===== src/rtl/wrc_pkg.sv =====
package wrc_pkg;
   typedef enum logic [1:0] {
      WRC_IDLE = 2'd0,
      WRC_MEAS = 2'd1,
      WRC_DONE = 2'd2
   } wrc_state_e;
endpackage


===== src/rtl/wrc_sync.sv =====
module wrc_sync #(
   parameter int STAGES = 2
) (
   input  logic clk,
   input  logic rst_n,
   input  logic d_async,
   output logic q_sync
);
   if (STAGES < 0 || STAGES > 4) begin : g_bad_stages
      $error("wrc_sync: STAGES must lie in 0..4");
   end

   if (STAGES == 0) begin : g_bypass
      assign q_sync = d_async;
   end else if (STAGES == 1) begin : g_single
      logic flop_q;
      always_ff @(posedge clk or negedge rst_n) begin
         if (!rst_n) flop_q <= 1'b0;
         else        flop_q <= d_async;
      end
      assign q_sync = flop_q;
   end else begin : g_chain
      logic [STAGES-1:0] chain_q;
      always_ff @(posedge clk or negedge rst_n) begin
         if (!rst_n) chain_q <= '0;
         else        chain_q <= {chain_q[STAGES-2:0], d_async};
      end
      assign q_sync = chain_q[STAGES-1];
   end
endmodule


===== src/rtl/wrc_tick_counter.sv =====
module wrc_tick_counter #(
   parameter int CNT_W = 8,
   parameter int TOP   = 100
) (
   input  logic             clk,
   input  logic             rst_n,
   input  logic             clear,
   input  logic             inc,
   output logic [CNT_W-1:0] count,
   output logic             at_top
);
   localparam logic [CNT_W-1:0] TOP_V = CNT_W'(TOP);
   localparam logic [CNT_W-1:0] SAT_V = CNT_W'(TOP + 1);

   if ((TOP + 1) >= (2 ** CNT_W)) begin : g_bad_width
      $error("wrc_tick_counter: CNT_W too narrow for TOP+1");
   end

   logic [CNT_W-1:0] cnt_q;

   always_ff @(posedge clk or negedge rst_n) begin
      if (!rst_n)                          cnt_q <= '0;
      else if (clear)                      cnt_q <= '0;
      else if (inc && (cnt_q != SAT_V))    cnt_q <= cnt_q + 1'b1;
   end

   assign count  = cnt_q;
   assign at_top = (cnt_q == TOP_V);
endmodule


===== src/rtl/wrc_classifier.sv =====
module wrc_classifier #(
   parameter int CNT_W     = 8,
   parameter int CODE_W    = 8,
   parameter int MIN_TICKS = 1,
   parameter int MAX_TICKS = 100
) (
   input  logic [CNT_W-1:0]  count,
   output logic [CODE_W-1:0] code
);
   localparam logic [CNT_W-1:0]  MAX_V = CNT_W'(MAX_TICKS);
   localparam logic [CODE_W-1:0] INF_V = '1;

   logic too_short;
   logic too_long;

   if (MIN_TICKS > 0) begin : g_min_check
      localparam logic [CNT_W-1:0] MIN_V = CNT_W'(MIN_TICKS);
      assign too_short = (count < MIN_V);
   end else begin : g_no_min
      assign too_short = 1'b0;
   end

   assign too_long = (count > MAX_V);

   always_comb begin
      if (too_short)      code = '0;
      else if (too_long)  code = INF_V;
      else                code = CODE_W'(count);
   end
endmodule


===== src/rtl/wrc_seq.sv =====
module wrc_seq
   import wrc_pkg::*;
#(
   parameter int CODE_W = 8
) (
   input  logic              clk,
   input  logic              rst_n,
   input  logic              sys_rst_active,
   input  logic              trip_s,
   input  logic              tick,
   input  logic              cnt_at_top,
   input  logic [CODE_W-1:0] cls_code,
   output logic              meas,
   output logic [CODE_W-1:0] code_q,
   output logic              valid_q
);
   localparam logic [CODE_W-1:0] INF_V = '1;

   wrc_state_e st_q;
   logic       latch_q;

   always_ff @(posedge clk or negedge rst_n) begin
      if (!rst_n) begin
         st_q    <= WRC_IDLE;
         code_q  <= '0;
         valid_q <= 1'b0;
         latch_q <= 1'b0;
      end else begin
         latch_q <= 1'b0;
         if (latch_q) valid_q <= 1'b1;
         case (st_q)
            WRC_IDLE: begin
               if (!sys_rst_active) begin
                  st_q    <= WRC_MEAS;
                  valid_q <= 1'b0;
               end
            end
            WRC_MEAS: begin
               if (sys_rst_active) begin
                  st_q <= WRC_IDLE;
               end else if (trip_s) begin
                  code_q  <= cls_code;
                  latch_q <= 1'b1;
                  st_q    <= WRC_DONE;
               end else if (tick && cnt_at_top) begin
                  code_q  <= INF_V;
                  latch_q <= 1'b1;
                  st_q    <= WRC_DONE;
               end
            end
            WRC_DONE: begin
               if (sys_rst_active) st_q <= WRC_IDLE;
            end
            default: st_q <= WRC_IDLE;
         endcase
      end
   end

   assign meas = (st_q == WRC_MEAS);
endmodule


===== src/rtl/wrc_ramp_capture.sv =====
module wrc_ramp_capture #(
   parameter int CODE_W      = 16,
   parameter int MIN_TICKS   = 1,
   parameter int MAX_TICKS   = 46250,
   parameter int SYNC_STAGES = 2
) (
   input  logic              clk,
   input  logic              rst_n,
   input  logic              tick,
   input  logic              sys_rst_active,
   input  logic              ramp_trip,
   output logic              ramp_run,
   output logic [CODE_W-1:0] tmo_code,
   output logic              code_valid
);
   localparam int CNT_W = $clog2(MAX_TICKS + 2);

   if (MIN_TICKS < 0 || MIN_TICKS > MAX_TICKS) begin : g_bad_min
      $error("wrc_ramp_capture: MIN_TICKS must lie in 0..MAX_TICKS");
   end
   if (MAX_TICKS >= (2 ** CODE_W) - 1) begin : g_bad_code
      $error("wrc_ramp_capture: CODE_W cannot separate MAX_TICKS from the disabled code");
   end

   logic              trip_s;
   logic              meas;
   logic [CNT_W-1:0]  count;
   logic              at_top;
   logic [CODE_W-1:0] cls_code;

   wrc_sync #(.STAGES(SYNC_STAGES)) u_sync (
      .clk     (clk),
      .rst_n   (rst_n),
      .d_async (ramp_trip),
      .q_sync  (trip_s)
   );

   wrc_tick_counter #(.CNT_W(CNT_W), .TOP(MAX_TICKS)) u_cnt (
      .clk    (clk),
      .rst_n  (rst_n),
      .clear  (!meas),
      .inc    (meas && tick && !trip_s),
      .count  (count),
      .at_top (at_top)
   );

   wrc_classifier #(
      .CNT_W(CNT_W), .CODE_W(CODE_W),
      .MIN_TICKS(MIN_TICKS), .MAX_TICKS(MAX_TICKS)
   ) u_cls (
      .count (count),
      .code  (cls_code)
   );

   wrc_seq #(.CODE_W(CODE_W)) u_seq (
      .clk            (clk),
      .rst_n          (rst_n),
      .sys_rst_active (sys_rst_active),
      .trip_s         (trip_s),
      .tick           (tick),
      .cnt_at_top     (at_top),
      .cls_code       (cls_code),
      .meas           (meas),
      .code_q         (tmo_code),
      .valid_q        (code_valid)
   );

   assign ramp_run = meas;
endmodule


===== config.mk =====
export PLATFORM = sky130hd
export DESIGN_NAME = wrc_ramp_capture
export DESIGN_NICKNAME = d
export VERILOG_FILES = /design/src/rtl/wrc_pkg.sv /design/src/rtl/wrc_sync.sv /design/src/rtl/wrc_tick_counter.sv /design/src/rtl/wrc_classifier.sv /design/src/rtl/wrc_seq.sv /design/src/rtl/wrc_ramp_capture.sv
export SDC_FILE = /design/constraint.sdc
export NUM_CORES = 1
export LEC_CHECK = 0
export BUFFER_PORTS_ARGS = -buffer_cell sky130_fd_sc_hd__buf_4
export CAP_MARGIN = 20
export CORE_UTILIZATION = 45
export DETAILED_ROUTE_END_ITERATION = 16
export MAX_ROUTING_LAYER = met4
export SLEW_MARGIN = 40
export SYNTH_ARGS = -nofsm -noshare
export SYNTH_HDL_FRONTEND = slang
export SYNTH_SLANG_ARGS = --single-unit

===== constraint.sdc =====
create_clock -name clk -period 7.2 [get_ports clk]
set_input_delay 1.08 -clock clk [delete_from_list [all_inputs] [get_ports clk]]
set_output_delay 1.08 -clock clk [all_outputs]
set_load 0.05 [all_outputs]

Word level (Yosys, flattened, before mapping)
Cells that the tools add are included.
{ "word_totals": {"word_cells": 46, "register_bits": 38, "in_bits": 5, "output_inout_bits": 18} }
{ "classes": {"n_reduce_logical": 9, "bitwise": 1, "n_mux": 19, "magnitude_cmp": 2, "n_eq_ne": 8, "addsub": 1} }
{ "ops": {"columns": ["cell", "n"], "rows": [
  ["16-bit 2-to-1 mux", 6],
  ["16-bit by 1-bit adder with 16-bit output, second input constant", 1],
  ["16-bit equality test, second input constant", 1],
  ["16-bit > comparator, second input constant", 1],
  ["16-bit by 1-bit < comparator with 1-bit output, second input constant", 1],
  ["16-bit != test, second input constant", 1],
  ["2-bit 2-to-1 mux", 5],
  ["1-bit 2-to-1 mux", 7],
  ["2-bit one-hot mux with 3 select lines", 1],
  ["3-bit AND reduction", 2],
  ["1-bit logical AND", 4],
  ["2-bit != test, second input constant", 2],
  ["4-bit by 2-bit != test with 1-bit output, second input constant", 1],
  ["2-bit by 1-bit equality test with 1-bit output, second input constant", 1],
  ["2-bit equality test, second input constant", 1],
  ["2-bit zero test", 1],
  ["2-bit by 1-bit != test with 1-bit output, second input constant", 1],
  ["2-bit nonzero test", 1],
  ["1-bit zero test", 1],
  ["1-bit inverter", 1]
]} }

Longest topological paths before layout
{ "logic_depth": {"depth_word": 6, "mapped_depth": 7, "ltp_nobuf": 6} }

By module
A second synthesis with hierarchy kept.
{ "hier_totals": {"cells_unflattened": 188, "hier_area_um2": 1953.1} }
{ "modules_own_cells": {"columns": ["mod", "area_per_inst_um2", "n_inst", "seq_area_each_um2", "cells_per_inst"], "rows": [
  ["wrc_tick_counter", 895.9, 1, 400.4, 91],
  ["wrc_seq", 748.2, 1, 500.5, 49],
  ["wrc_classifier", 246.5, 1, 0.0, 44],
  ["wrc_sync", 50.0, 1, 50.0, 2],
  ["wrc_ramp_capture", 12.5, 1, 0.0, 2]
]} }

Worst setup path before layout
Ideal clock, no wire load.
{ "synth_path": {"path_kind": "register to output", "from": "register u_seq.st_q[0]", "to": "output ramp_run", "t_required_ns": 6.120, "slack_ns": 4.793, "path_stages_with_launch": 5, "arrival_time_ns": 1.327, "cell_sequence": "dfrtp_1 nand2b_1 clkbuf_1 clkbuf_1 inv_1"} }
{ "synth_between": {"elab_chain_len": 1} }
{ "synth_lines": {"columns": ["element", "line", "source"], "rows": [
  ["start: declaration", "wrc_seq.sv:19", "wrc_state_e st_q;"],
  ["start signal: assignment", "wrc_seq.sv:24", "st_q <= WRC_IDLE;"],
  ["start signal: assignment", "wrc_seq.sv:34", "st_q <= WRC_MEAS;"],
  ["start signal: assignment", "wrc_seq.sv:40", "st_q <= WRC_IDLE;"],
  ["2-bit by 1-bit equality test with 1-bit output", "wrc_seq.sv:59", "assign meas = (st_q == WRC_MEAS);"],
  ["end: declaration", "wrc_ramp_capture.sv:12", "output logic ramp_run,"]
]} }
No other way between the ends.

Worst setup path after layout
{ "layout_path": {"from": "register u_cnt.cnt_q[14], in the netlist u_cnt.count[14]", "to": "register u_seq.code_q[1]"} }
{ "layout_between": {"elab_chain_len": 4} }
{ "layout_lines": {"columns": ["element", "line", "source"], "rows": [
  ["start: declaration", "wrc_tick_counter.sv:19", "logic [CNT_W-1:0] cnt_q;"],
  ["start signal: assignment", "wrc_tick_counter.sv:24", "else if (inc && (cnt_q != SAT_V)) cnt_q <= cnt_q + 1'b1;"],
  ["16-bit > comparator or 16-bit equality test (tied branches)", "wrc_classifier.sv:23, wrc_tick_counter.sv:28", null],
  ["16-bit 2-to-1 mux or 1-bit logical AND (tied branches)", "wrc_classifier.sv:27, wrc_seq.sv:45", null],
  ["16-bit 2-to-1 mux or 2-bit nonzero test (tied branches)", null, null],
  ["16-bit 2-to-1 mux or 3-bit AND reduction (tied branches)", null, null],
  ["end signal: assignment", "wrc_seq.sv:42", "code_q <= cls_code;"],
  ["end: declaration", "wrc_seq.sv:14", "output logic [CODE_W-1:0] code_q,"]
]} }
Parallel ways exist; a longest one is shown, timed or not.
A chain may end at the register's enable or synchronous reset.

==> metrics.md <==
| Metric | Value |
|---|---|
| Unique cell type count in the Yosys netlist | 38 |
| FILL cells | 319 |
| Syn Std Cell Area | 1820 um2 |
| EDFF count, synth | 0 |
| Hold_buf cts | 0 |
| Ys async rst share | 1.00 |
| CP startpoint | u_cnt.count[14]$_DFFE_PN0P_ |
| Synth Area in Simple Gates | 0.200 |
| Post-CTS Resized | 0 |
| Sum Neg Setup Slack | 0 ns |
| Share of post-route cells with drive strength above 1 | 0.198 |
| Syn Nets | 183 |
| Clock slew at reported path FFs | 0.07 ns |
| Setup crit start kind | register |
| Rows | 22 |
| H-tree depth | 2 |
| Area share of the largest cell type after synthesis | 0.523 |
| Worst VDD drop | 0.134 mV |
| Hold Fails Final Rpt | 0 |
| Leak pwr | 0.000887 uW |
| Reg2Reg Setup Slack | 4.47 ns |
| Top Ports | 23 |
| CP Data Required Time | 7.43 ns |
| Unrepaired setup endpoints after global routing | false |
| Fin nets | 204 |
| DR pass1 iterations | 5 |
| Ys flop type | dfrtp_1 |
| DRC Markers | 0 |
| Synth Area in XOR/XNOR | 0.0578 |
| Clk sink count | 38 |
| Placed cell areas | 2020 um2 |
| Die height | 65.6 um |
| Largest net degree at the start of global routing | 39 |
| Synth Area per Inst | 10.4 um2 |
| Area contributors post-synth | dfrtp_1, o22a_1, nor2_1 |
| Worst-Margin Slew | 0.771 ns |
| DRT antenna net count | 0 |
| Setup Skew | 0.00244 ns |
| Detailed Route Iter0 Violations | 92 |
| Placer Congestion | 0.858 |
| PD cells | 287 nW/um2 |
| Synth Instances | 175 |
| Slew headroom | 0.486 |
| Via count | 1413 |
| Port Buf Inserts | 22 |
| Hold WC Path Type | register to register |
| Layout Cells excl Fill | 245 |
| Setup Fix Bufs, Post-CTS | 0 |
| Total CTS buffers | 5 |
| Final WL | 3810 um |
| First-pass GRT wire length | 6530 um |
| Post-synthesis mux area share | 0.00551 |
| Compound-Gate Fraction of Synth Area | 0.149 |
| Run status | finished clean |
| Wire length per cell | 15.6 um |
| Total power | 609 uW |
| Core outline area | 3770 um2 |
| Synth Warn # | 0 |
| Worst setup endpoint | u_seq.code_q[1]$_DFFE_PN0P_ |
| Clk root buf | clkbuf_8 |
| Sequential share of the synthesized area | 0.523 |
| Fmax | 366 MHz |
| Final setup violation count | 0 |
| Starting Density | 0.482 |
| R2R cell count | 5 |
| Period utilization | 0.379 |
| Area Overhead vs Synth | 16.7% |
| Reg2reg start | u_cnt.count[14]$_DFFE_PN0P_ |
| Initial antenna violation count | 0 |
| CP arrival | 2.96 ns |
| Clock Latency Late Sink | 0.29 ns |
| Synth top cells by count | dfrtp_1, nor2_1, o22a_1 |
| Die Width | 65.6 um |
| Total global-route track usage | 0.214 |
| Reg2reg end | u_seq.code_q[1]$_DFFE_PN0P_ |
| Max Cap Violations | 0 |
| Final min period | 2.73 ns |
| Critical path endpoint category | register |
| Setup CP Type | register to register |
| Final HPWL DP | 2790 um |
| Final Max Slew Viols | 0 |
| Synth Register Bits | 38 |
| Max clock buf depth | 2 |
| Post-route cell area | 2120 um2 |
| CTS tree | done |
| Top-count cell post-synth | dfrtp_1 |
| Cell count after placement | 237 |
| Critical-path maximum fanout | 18 |
| Vias per cell | 5.77 |
| Antenna Cells | 0 |
| Area leader, netlist | dfrtp_1 |
| Die Area | 4300 um2 |
| Largest family of logic cells by synthesized area | simple AND/OR/NAND/NOR gates |
| Adder-Cell Fraction of Synth Area | 0.0206 |
| Vias in the first global route | 1404 |
| Overflow after GRT | 0 |
-- metal layers --
layer / GRT usage / wire (um)
met2: 0.356 / 1880
met4: 0.0679 / 48
met1: 0.247 / 1670
met5: - / 0
met3: 0.0642 / 206
-- cell type report --
type                            instances  area [um2]  share of cell area
Sequential cell                        38         951               0.448
Clock buffer                            7        76.3              0.0360
Inverter                               10        37.5              0.0177
Clock inverter                          1        30.0              0.0142
Timing Repair Buffer                   23         173              0.0814
Tap cell                               48        60.1              0.0283
Multi-Input combinational cell        118         795               0.374
-- power breakdown --
| part | switching, uW | internal [uW] | total (uW) |
|---|---|---|---|
| Combinational | 121 | 58.4 | 179 |
| Sequential | 15.7 | 240 | 256 |
| Clock | 70.2 | 104 | 174 |
-- cell usage in the layout (no fill, tap or decap), types with 5 or more instances in the layout --
cell / n
nor3_1: 5
nand4_1: 10
inv_1: 10
xor2_1: 5
clkbuf_8: 5
nor2_1: 21
nand2_1: 10
o22a_1: 13
dfrtp_1: 38
buf_4: 23
xnor2_1: 7
a21oi_1: 5
-- registers in the layout (all words and copies together) (netlist names) --
signal / cells
u_cnt.count: 16
u_seq.code_q: 16
u_seq.latch_q: 1
u_seq.st_q: 2
u_seq.valid_q: 1
u_sync.g_chain.chain_q: 2
-- stage by stage --
step	hold slack [ns]	util	worst slack (ns)
global placement	0.337	0.533	4.52
detailed placement	0.342	0.535	4.43
floorplan	0.331	-	4.79
finish	0.355	0.563	4.47
CTS	0.358	0.563	4.42
global route	0.370	0.563	4.31
-- critical path: stages, from the launching register on --
cell,delay [ns]
dfrtp_1,0.45
or4_4,0.59
or3_4,0.42
o31a_1,0.35
nor3_4,0.56
o221a_2,0.29
-- worst min-delay path by stage --
stage                                              from                                   to  slack (ns)  cells past startpoint
floorplan           u_sync.g_chain.chain_q[0]$_DFF_PN0_  u_sync.g_chain.chain_q[1]$_DFF_PN0_        0.33                      0
global placement    u_sync.g_chain.chain_q[0]$_DFF_PN0_  u_sync.g_chain.chain_q[1]$_DFF_PN0_        0.34                      0
detailed placement  u_sync.g_chain.chain_q[0]$_DFF_PN0_  u_sync.g_chain.chain_q[1]$_DFF_PN0_        0.34                      0
CTS                 u_sync.g_chain.chain_q[0]$_DFF_PN0_  u_sync.g_chain.chain_q[1]$_DFF_PN0_        0.36                      0
global route        u_sync.g_chain.chain_q[0]$_DFF_PN0_  u_sync.g_chain.chain_q[1]$_DFF_PN0_        0.37                      0
finish              u_sync.g_chain.chain_q[0]$_DFF_PN0_  u_sync.g_chain.chain_q[1]$_DFF_PN0_        0.36                      0
-- kinds of logic after synthesis --
kind of cell | after synthesis
DFF | 38
adders and majority gates | 3
buffers and inverters | 19
muxes | 1
xor gates and xnor gates | 12
AOI/OAI and AO/OA | 34
and+or+nand+nor | 68
Power figures use the tool's default switching activity.
